===== config.mk =====
export PLATFORM = sky130hd
export DESIGN_NAME = raid_pq_engine
export DESIGN_NICKNAME = d
export VERILOG_FILES = /design/src/rtl/raid_pq_engine.sv
export SDC_FILE = /design/constraint.sdc
export NUM_CORES = 1
export LEC_CHECK = 0
export BUFFER_PORTS_ARGS = -buffer_cell sky130_fd_sc_hd__buf_2
export CORE_MARGIN = 1.5
export CORE_UTILIZATION = 45
export DETAILED_ROUTE_END_ITERATION = 8
export GPL_ROUTABILITY_DRIVEN = 0
export HOLD_SLACK_MARGIN = 0.03
export MAX_ROUTING_LAYER = met4
export SYNTH_ARGS = -nofsm -noshare
export SYNTH_HDL_FRONTEND = slang
export SYNTH_SLANG_ARGS = --single-unit

===== constraint.sdc =====
create_clock -name clk -period 8.5 [get_ports clk]
set_input_delay 0.85 -clock clk [delete_from_list [all_inputs] [get_ports clk]]
set_output_delay 0.85 -clock clk [all_outputs]
set_load 0.03 [all_outputs]

===== src/rtl/raid_pq_engine.sv =====
module raid_pq_engine #(
  parameter int LANES     = 4,
  parameter int MAX_SRC   = 16,
  parameter int LEN_W     = 20,
  parameter int MAX_BYTES = 1 << 20
) (
  input  logic                   clk,
  input  logic                   rst_n,
  input  logic                   cfg_poly_we,
  input  logic [7:0]             cfg_poly,
  input  logic                   cmd_valid,
  output logic                   cmd_ready,
  input  logic [1:0]             cmd_op,
  input  logic [$clog2(MAX_SRC):0] cmd_srcs_m1,
  input  logic [LEN_W-1:0]       cmd_len,
  input  logic [MAX_SRC*8-1:0]   cmd_coef,
  output logic                   cmd_err,
  input  logic                   s_valid,
  output logic                   s_ready,
  input  logic [LANES*8-1:0]     s_data,
  output logic                   m_valid,
  input  logic                   m_ready,
  output logic [LANES*8-1:0]     m_p,
  output logic [LANES*8-1:0]     m_q,
  output logic                   m_last
);
  localparam int DW = LANES * 8;
  localparam int IW = $clog2(MAX_SRC);
  localparam int SW = IW + 1;
  localparam logic [LEN_W:0] MAX_WORDS = (LEN_W+1)'(MAX_BYTES / LANES);
  localparam logic [1:0] OP_MOVE = 2'd0, OP_WXOR = 2'd1, OP_PQ = 2'd2;

  logic [7:0]       poly_r;
  logic             busy;
  logic [1:0]       op_r;
  logic [SW-1:0]    nm1_r, src_i;
  logic [LEN_W-1:0] len_r, off_i;
  logic [7:0]       coef_a [MAX_SRC];
  logic [DW-1:0]    acc_p, acc_q, prod, p_in, q_in, nxt_p, nxt_q;

  function automatic logic [7:0] gf_mul(input logic [7:0] a, input logic [7:0] b, input logic [7:0] p);
    logic [7:0] r;
    r = 8'h00;
    for (int k = 7; k >= 0; k--) begin
      r = {r[6:0], 1'b0} ^ (r[7] ? p : 8'h00);
      if (b[k]) r = r ^ a;
    end
    return r;
  endfunction

  wire cmd_bad = (cmd_op == 2'd3)
              || (cmd_op != OP_MOVE && (cmd_srcs_m1 == '0 || cmd_srcs_m1 > SW'(MAX_SRC-1)))
              || (cmd_len == '0) || ({1'b0, cmd_len} > MAX_WORDS);
  wire cmd_fire = cmd_valid && cmd_ready;
  wire s_fire   = s_valid && s_ready;
  wire last_src = (op_r == OP_MOVE) || (src_i == nm1_r);
  wire last_off = (off_i == len_r - LEN_W'(1));
  wire [7:0] cur_coef = coef_a[src_i[IW-1:0]];

  assign cmd_ready = !busy;
  assign s_ready   = busy && (!m_valid || m_ready);

  genvar g;
  generate
    for (g = 0; g < LANES; g++) begin : g_lane
      assign prod[g*8 +: 8] = gf_mul(s_data[g*8 +: 8], cur_coef, poly_r);
    end
  endgenerate

  assign p_in  = (op_r == OP_WXOR) ? prod : s_data;
  assign q_in  = (op_r == OP_PQ) ? prod : '0;
  assign nxt_p = ((src_i == '0) ? '0 : acc_p) ^ p_in;
  assign nxt_q = ((src_i == '0) ? '0 : acc_q) ^ q_in;

  always_ff @(posedge clk) begin
    if (!rst_n) begin
      poly_r  <= 8'h1D;
      busy    <= 1'b0;
      op_r    <= OP_MOVE;
      nm1_r   <= '0;
      len_r   <= '0;
      src_i   <= '0;
      off_i   <= '0;
      acc_p   <= '0;
      acc_q   <= '0;
      cmd_err <= 1'b0;
      m_valid <= 1'b0;
      m_p     <= '0;
      m_q     <= '0;
      m_last  <= 1'b0;
      for (int i = 0; i < MAX_SRC; i++) coef_a[i] <= 8'h00;
    end else begin
      if (cfg_poly_we) poly_r <= cfg_poly;
      if (cmd_fire) begin
        cmd_err <= cmd_bad;
        if (!cmd_bad) begin
          busy  <= 1'b1;
          op_r  <= cmd_op;
          nm1_r <= cmd_srcs_m1;
          len_r <= cmd_len;
          src_i <= '0;
          off_i <= '0;
          for (int i = 0; i < MAX_SRC; i++) coef_a[i] <= cmd_coef[i*8 +: 8];
        end
      end
      if (s_fire) begin
        acc_p <= nxt_p;
        acc_q <= nxt_q;
        if (last_src) begin
          src_i <= '0;
          off_i <= off_i + LEN_W'(1);
          if (last_off) busy <= 1'b0;
        end else begin
          src_i <= src_i + SW'(1);
        end
      end
      if (s_fire && last_src) begin
        m_valid <= 1'b1;
        m_p     <= nxt_p;
        m_q     <= nxt_q;
        m_last  <= last_off;
      end else if (m_ready) begin
        m_valid <= 1'b0;
      end
    end
  end

  assert_hold_R11: assert property (@(posedge clk) disable iff (!rst_n)
    m_valid && !m_ready |=> m_valid && $stable(m_p) && $stable(m_q) && $stable(m_last));

  assert_refused_idle_R3: assert property (@(posedge clk) disable iff (!rst_n)
    cmd_fire && cmd_bad |=> cmd_ready && !s_ready && cmd_err);

  assert_src_range_R3: assert property (@(posedge clk) disable iff (!rst_n)
    busy && op_r != OP_MOVE |-> nm1_r != '0 && nm1_r <= SW'(MAX_SRC-1));

  assert_move_copy_R9: assert property (@(posedge clk) disable iff (!rst_n)
    s_fire && op_r == OP_MOVE |=> m_valid && m_p == $past(s_data) && m_q == '0);

  assert_last_flag_R10: assert property (@(posedge clk) disable iff (!rst_n)
    s_fire && last_src && last_off |=> m_valid && m_last && cmd_ready);

  assert_mid_not_last_R10: assert property (@(posedge clk) disable iff (!rst_n)
    s_fire && last_src && !last_off |=> m_valid && !m_last && !cmd_ready);
endmodule


==> summary.md <==
| Metric | Value |
|---|---|
| Status | finished, final reports clean |
| Total wire length | 84,500 microns |
| Fill cells | 5,277 |
| Synth Instances | 3,117 |
| Finished Cell Area | 0.0281 sq mm |
| Core region area | 0.0552 sq mm |
| Root buffer selected by CTS | clkbuf_16 |
| Worst endpoint required time | 8.97 ns |
| Max Cap Violations | 0 |
| DR DRC count | 0 |
| Mapped Nets | 3,322 |
| Worst VDD drop | 0.172 mV |
| Placed wire-length estimate | 57,900 microns |
| CP Launch Type | flop |
| Total congestion overflow | 0 |
| Crit-path max FO | 24 |
| Area growth, synth to finish | 11.6% |
| Resized cells post-CTS | 0 |
| IO Port Bufs | 269 |
| Drt pass-1 iters | 5 |
| Setup Skew | 0.0261 ns |
| Initial Util | 45.6% |
| IO Pins | 270 |
| Die ar. | 0.0573 sq mm |
| Placed Area | 0.0267 sq mm |
| Hold Crit Start | len_r[19] |
| Overall Global Routing Usage | 29.9% |
| R2R Path End | m_p[27] |
| LEAKAGE | 0.0106 uW |
| Ys async rst share | 0% |
| Vias/cell | 5.87 |
| Clk_lat worst skew | 0.59 ns |
| Area of the multi-input gates | 0.0163 sq mm |
| Reg2Reg Setup Slack | 1.28 ns |
| # rows | 86 |
| CTS H-tree depth | 2 |
| Register area share after synthesis | 30.9% |
| Unrepaired setup endpoints after global routing | false |
| Share of cells above drive strength 1 | 14.1% |
| Worst-path clk slew | 0.06 ns |
| Syn. warnings | 0 |
| Synthesized cell area | 0.0251 sq mm |
| Post-route minimum period | 7.22 ns |
| CP Class | reg -> reg |
| R2R depth | 18 |
| Chip height | 239 microns |
| Post-CTS Setup Bufs | 0 |
| Crit-path leading delay family | simple AND/OR/NAND/NOR gates |
| First-pass GRT wire length | 130,000 microns |
| Num CTS Buffers | 39 |
| Post-synth EDFFs | 128 |
| CP Capture Type | flop |
| Mapped Avg Cell Area | 8.07 sq um |
| Slowest stage delay, CP | 1.03 ns |
| Dominant synthesized flop cell | dfxtp_1 |
| Vias | 23.4k |
| WP buf/inv | 1 |
| Hold_ws | 0.449 ns |
| Period Utilization, post-route | 85.0% |
| Worst Path Arrival | 7.69 ns |
| Final setup vio count | 0 |
| Vias in the first global route | 22.5k |
| Worst-Margin Slew | 1.16 ns |
| Rel. slew slack | 22.5% |
| Nets | 3,412 |
| Unique masters post-synth | 95 |
| Worst path cell trace | nor2_1 > a22oi_2 > nand3_1 > nand2_1 > buf_4 > a31oi_1 > o21ai_0 > nand2_1 > xnor2_1 > a211oi_1 > or4_1 > a211oi_2 > nor4_4 > o21ai_0 > xnor3_1 > xnor2_1 > o211ai_1 > and2_1 |
| Initial antenna violation count | 6 |
| Tot Pwr | 5330 uW |
| Die X | 239 microns |
| Peak Freq | 0.138 GHz |
| Iter 0 DRT Violations | 1,869 |
| WL/cell | 21.2 microns |
| Fin. Hold Viols | 0 |
| Crit-path slowest cell | dfxtp_1 |
| Final setup TNS | 0 ns |
| Synthesized flop and latch total | 324 |
| Deepest clock path buffer count | 3 |
| Largest net degree at the start of global routing | 94 |
| Worst Hold Class | reg -> reg |
| ANT nets after route | 0 |
| PwrDens | 190 mW/mm^2 |
| Hold Crit Depth | 2 |
| TritonCTS clock tree | yes |
| Register area | 0.00777 sq mm |
| Slew Limit Fails | 0 |
| Clock Sinks | 324 |
| Hold path endpoint | len_r[19] |
| Hold-fix buffers at CTS | 0 |
## registers in the layout, indices dropped and copies added (netlist names), 8 cells and up, named ones only
register  cells
acc_p        32
acc_q        32
coef_a      128
len_r        20
m_p          32
m_q          32
off_i        20
poly_r        8
## metal layers
layer / up-vias / GRT usage, % / share of wire [%]
li1: 11040 / - / -
met1: 11283 / 37.3 / 42
met2: 908 / 48.2 / 47
met3: 210 / 4.00 / 6.5
met4: 0 / 13.3 / 4.2
met5: - / - / 0
## how the worst max path moves through the flow
| stage | endpoint | cells after the start | slack (ns) |
|---|---|---|---|
| after detailed placement | m_p[29] | 18 | 1.42 |
| after CTS | m_p[29] | 18 | 1.36 |
| after global routing | m_p[27] | 18 | 0.78 |
| after floorplan | coef_a[0][0] | 8 | 2.07 |
| final | m_p[27] | 18 | 1.28 |
| after global placement | m_q[31] | 18 | 1.61 |
## stage by stage
stage	util (%)	std cells	worst slack, ns
floorplan	-	3117	2.07
global placement	48.4	3914	1.61
detailed placement	48.4	3914	1.42
CTS	50.8	3984	1.36
global route	50.8	3989	0.784
finish	50.8	3991	1.28
## final cells by class
class                      count  share of cell area (%)
multi-input combinational   2513                    58.1
tap                          748                    3.33
inverter                      23                   0.317
timing repair buffer         306                    5.80
clock inverter                14                   0.557
sequential                   324                    27.7
clock buffer                  56                    4.11
antenna                        7                  0.0624
## kinds of logic (layout without fill, tap and decap cells)
group / Yosys count / count (layout) / share of synthesized area, %
AND/OR/NAND/NOR: 1243 / 1243 / 22.5
AO/OA/AOI/OAI: 630 / 630 / 16.2
XOR/XNOR: 526 / 526 / 20.2
flip-flops: 324 / 324 / 30.9
buffers and inverters: 280 / 399 / 4.47
multiplexers: 109 / 109 / 5.55
adder cells (fa/ha/maj): 5 / 5 / 0.239
other: 0 / 7 / 0
## cell usage after synthesis, types with 9 or more instances
| cell | number | area [sq um] |
|---|---|---|
| nand2_1 | 610 | 2290 |
| xnor2_1 | 361 | 3160 |
| nor2_1 | 205 | 769 |
| dfxtp_1 | 196 | 3920 |
| clkbuf_1 | 193 | 724 |
| o21ai_0 | 173 | 866 |
| a21oi_1 | 149 | 746 |
| edfxtp_1 | 128 | 3840 |
| xor2_1 | 125 | 1090 |
| and3_1 | 102 | 638 |
| nand3_1 | 86 | 430 |
| mux2i_1 | 74 | 741 |
| and2_1 | 73 | 457 |
| nor3_1 | 61 | 305 |
| a211oi_1 | 49 | 368 |
| buf_1 | 40 | 150 |
| o22ai_1 | 31 | 194 |
| a31oi_1 | 27 | 169 |
| mux4_2 | 23 | 518 |
| xnor3_1 | 23 | 518 |
| inv_1 | 22 | 82.6 |
| nand4_1 | 20 | 125 |
| o211ai_1 | 20 | 150 |
| a22oi_1 | 19 | 143 |
| or3_1 | 16 | 100 |
| nor4_1 | 15 | 93.8 |
| o21a_1 | 14 | 105 |
| a21o_1 | 13 | 97.6 |
| buf_2 | 13 | 65.1 |
| o2111ai_1 | 12 | 105 |
| o31ai_1 | 12 | 90.1 |
| a32oi_1 | 11 | 96.3 |
| a211o_1 | 9 | 78.8 |
| o221ai_1 | 9 | 78.8 |
| xnor2_2 | 9 | 146 |
## cells in the final DEF, fill, tap and decap left out, types with 21 or more instances in the layout
master,n
o21ai_0,173
mux4_2,23
xnor2_1,361
inv_1,21
a21oi_1,149
and2_1,73
and3_1,102
edfxtp_1,128
nor2_1,204
xnor3_1,23
o22ai_1,31
buf_2,268
nand3_1,86
clkbuf_16,41
dfxtp_1,193
a31oi_1,27
buf_4,38
xor2_1,125
nand2_1,609
nor3_1,60
a211oi_1,49
mux2i_1,74
## worst register-to-register path: stages, from the launching register on
cell,delay [ns]
dfxtp_1,1.03
nor2_1,0.20
a22oi_2,0.48
nand3_1,0.63
nand2_1,0.70
buf_4,0.37
a31oi_1,0.14
o21ai_0,0.44
nand2_1,0.29
xnor2_1,0.34
a211oi_1,0.14
or4_1,0.57
a211oi_2,0.38
nor4_4,0.13
o21ai_0,0.20
xnor3_1,0.49
xnor2_1,0.27
o211ai_1,0.13
and2_1,0.19
## power by group
group | internal [uW] | total, uW | switching, uW
registers | 1670 | 1690 | 26.1
logic | 774 | 1950 | 1180
clock network | 963 | 1690 | 725
(Power assumes the default switching activity.)
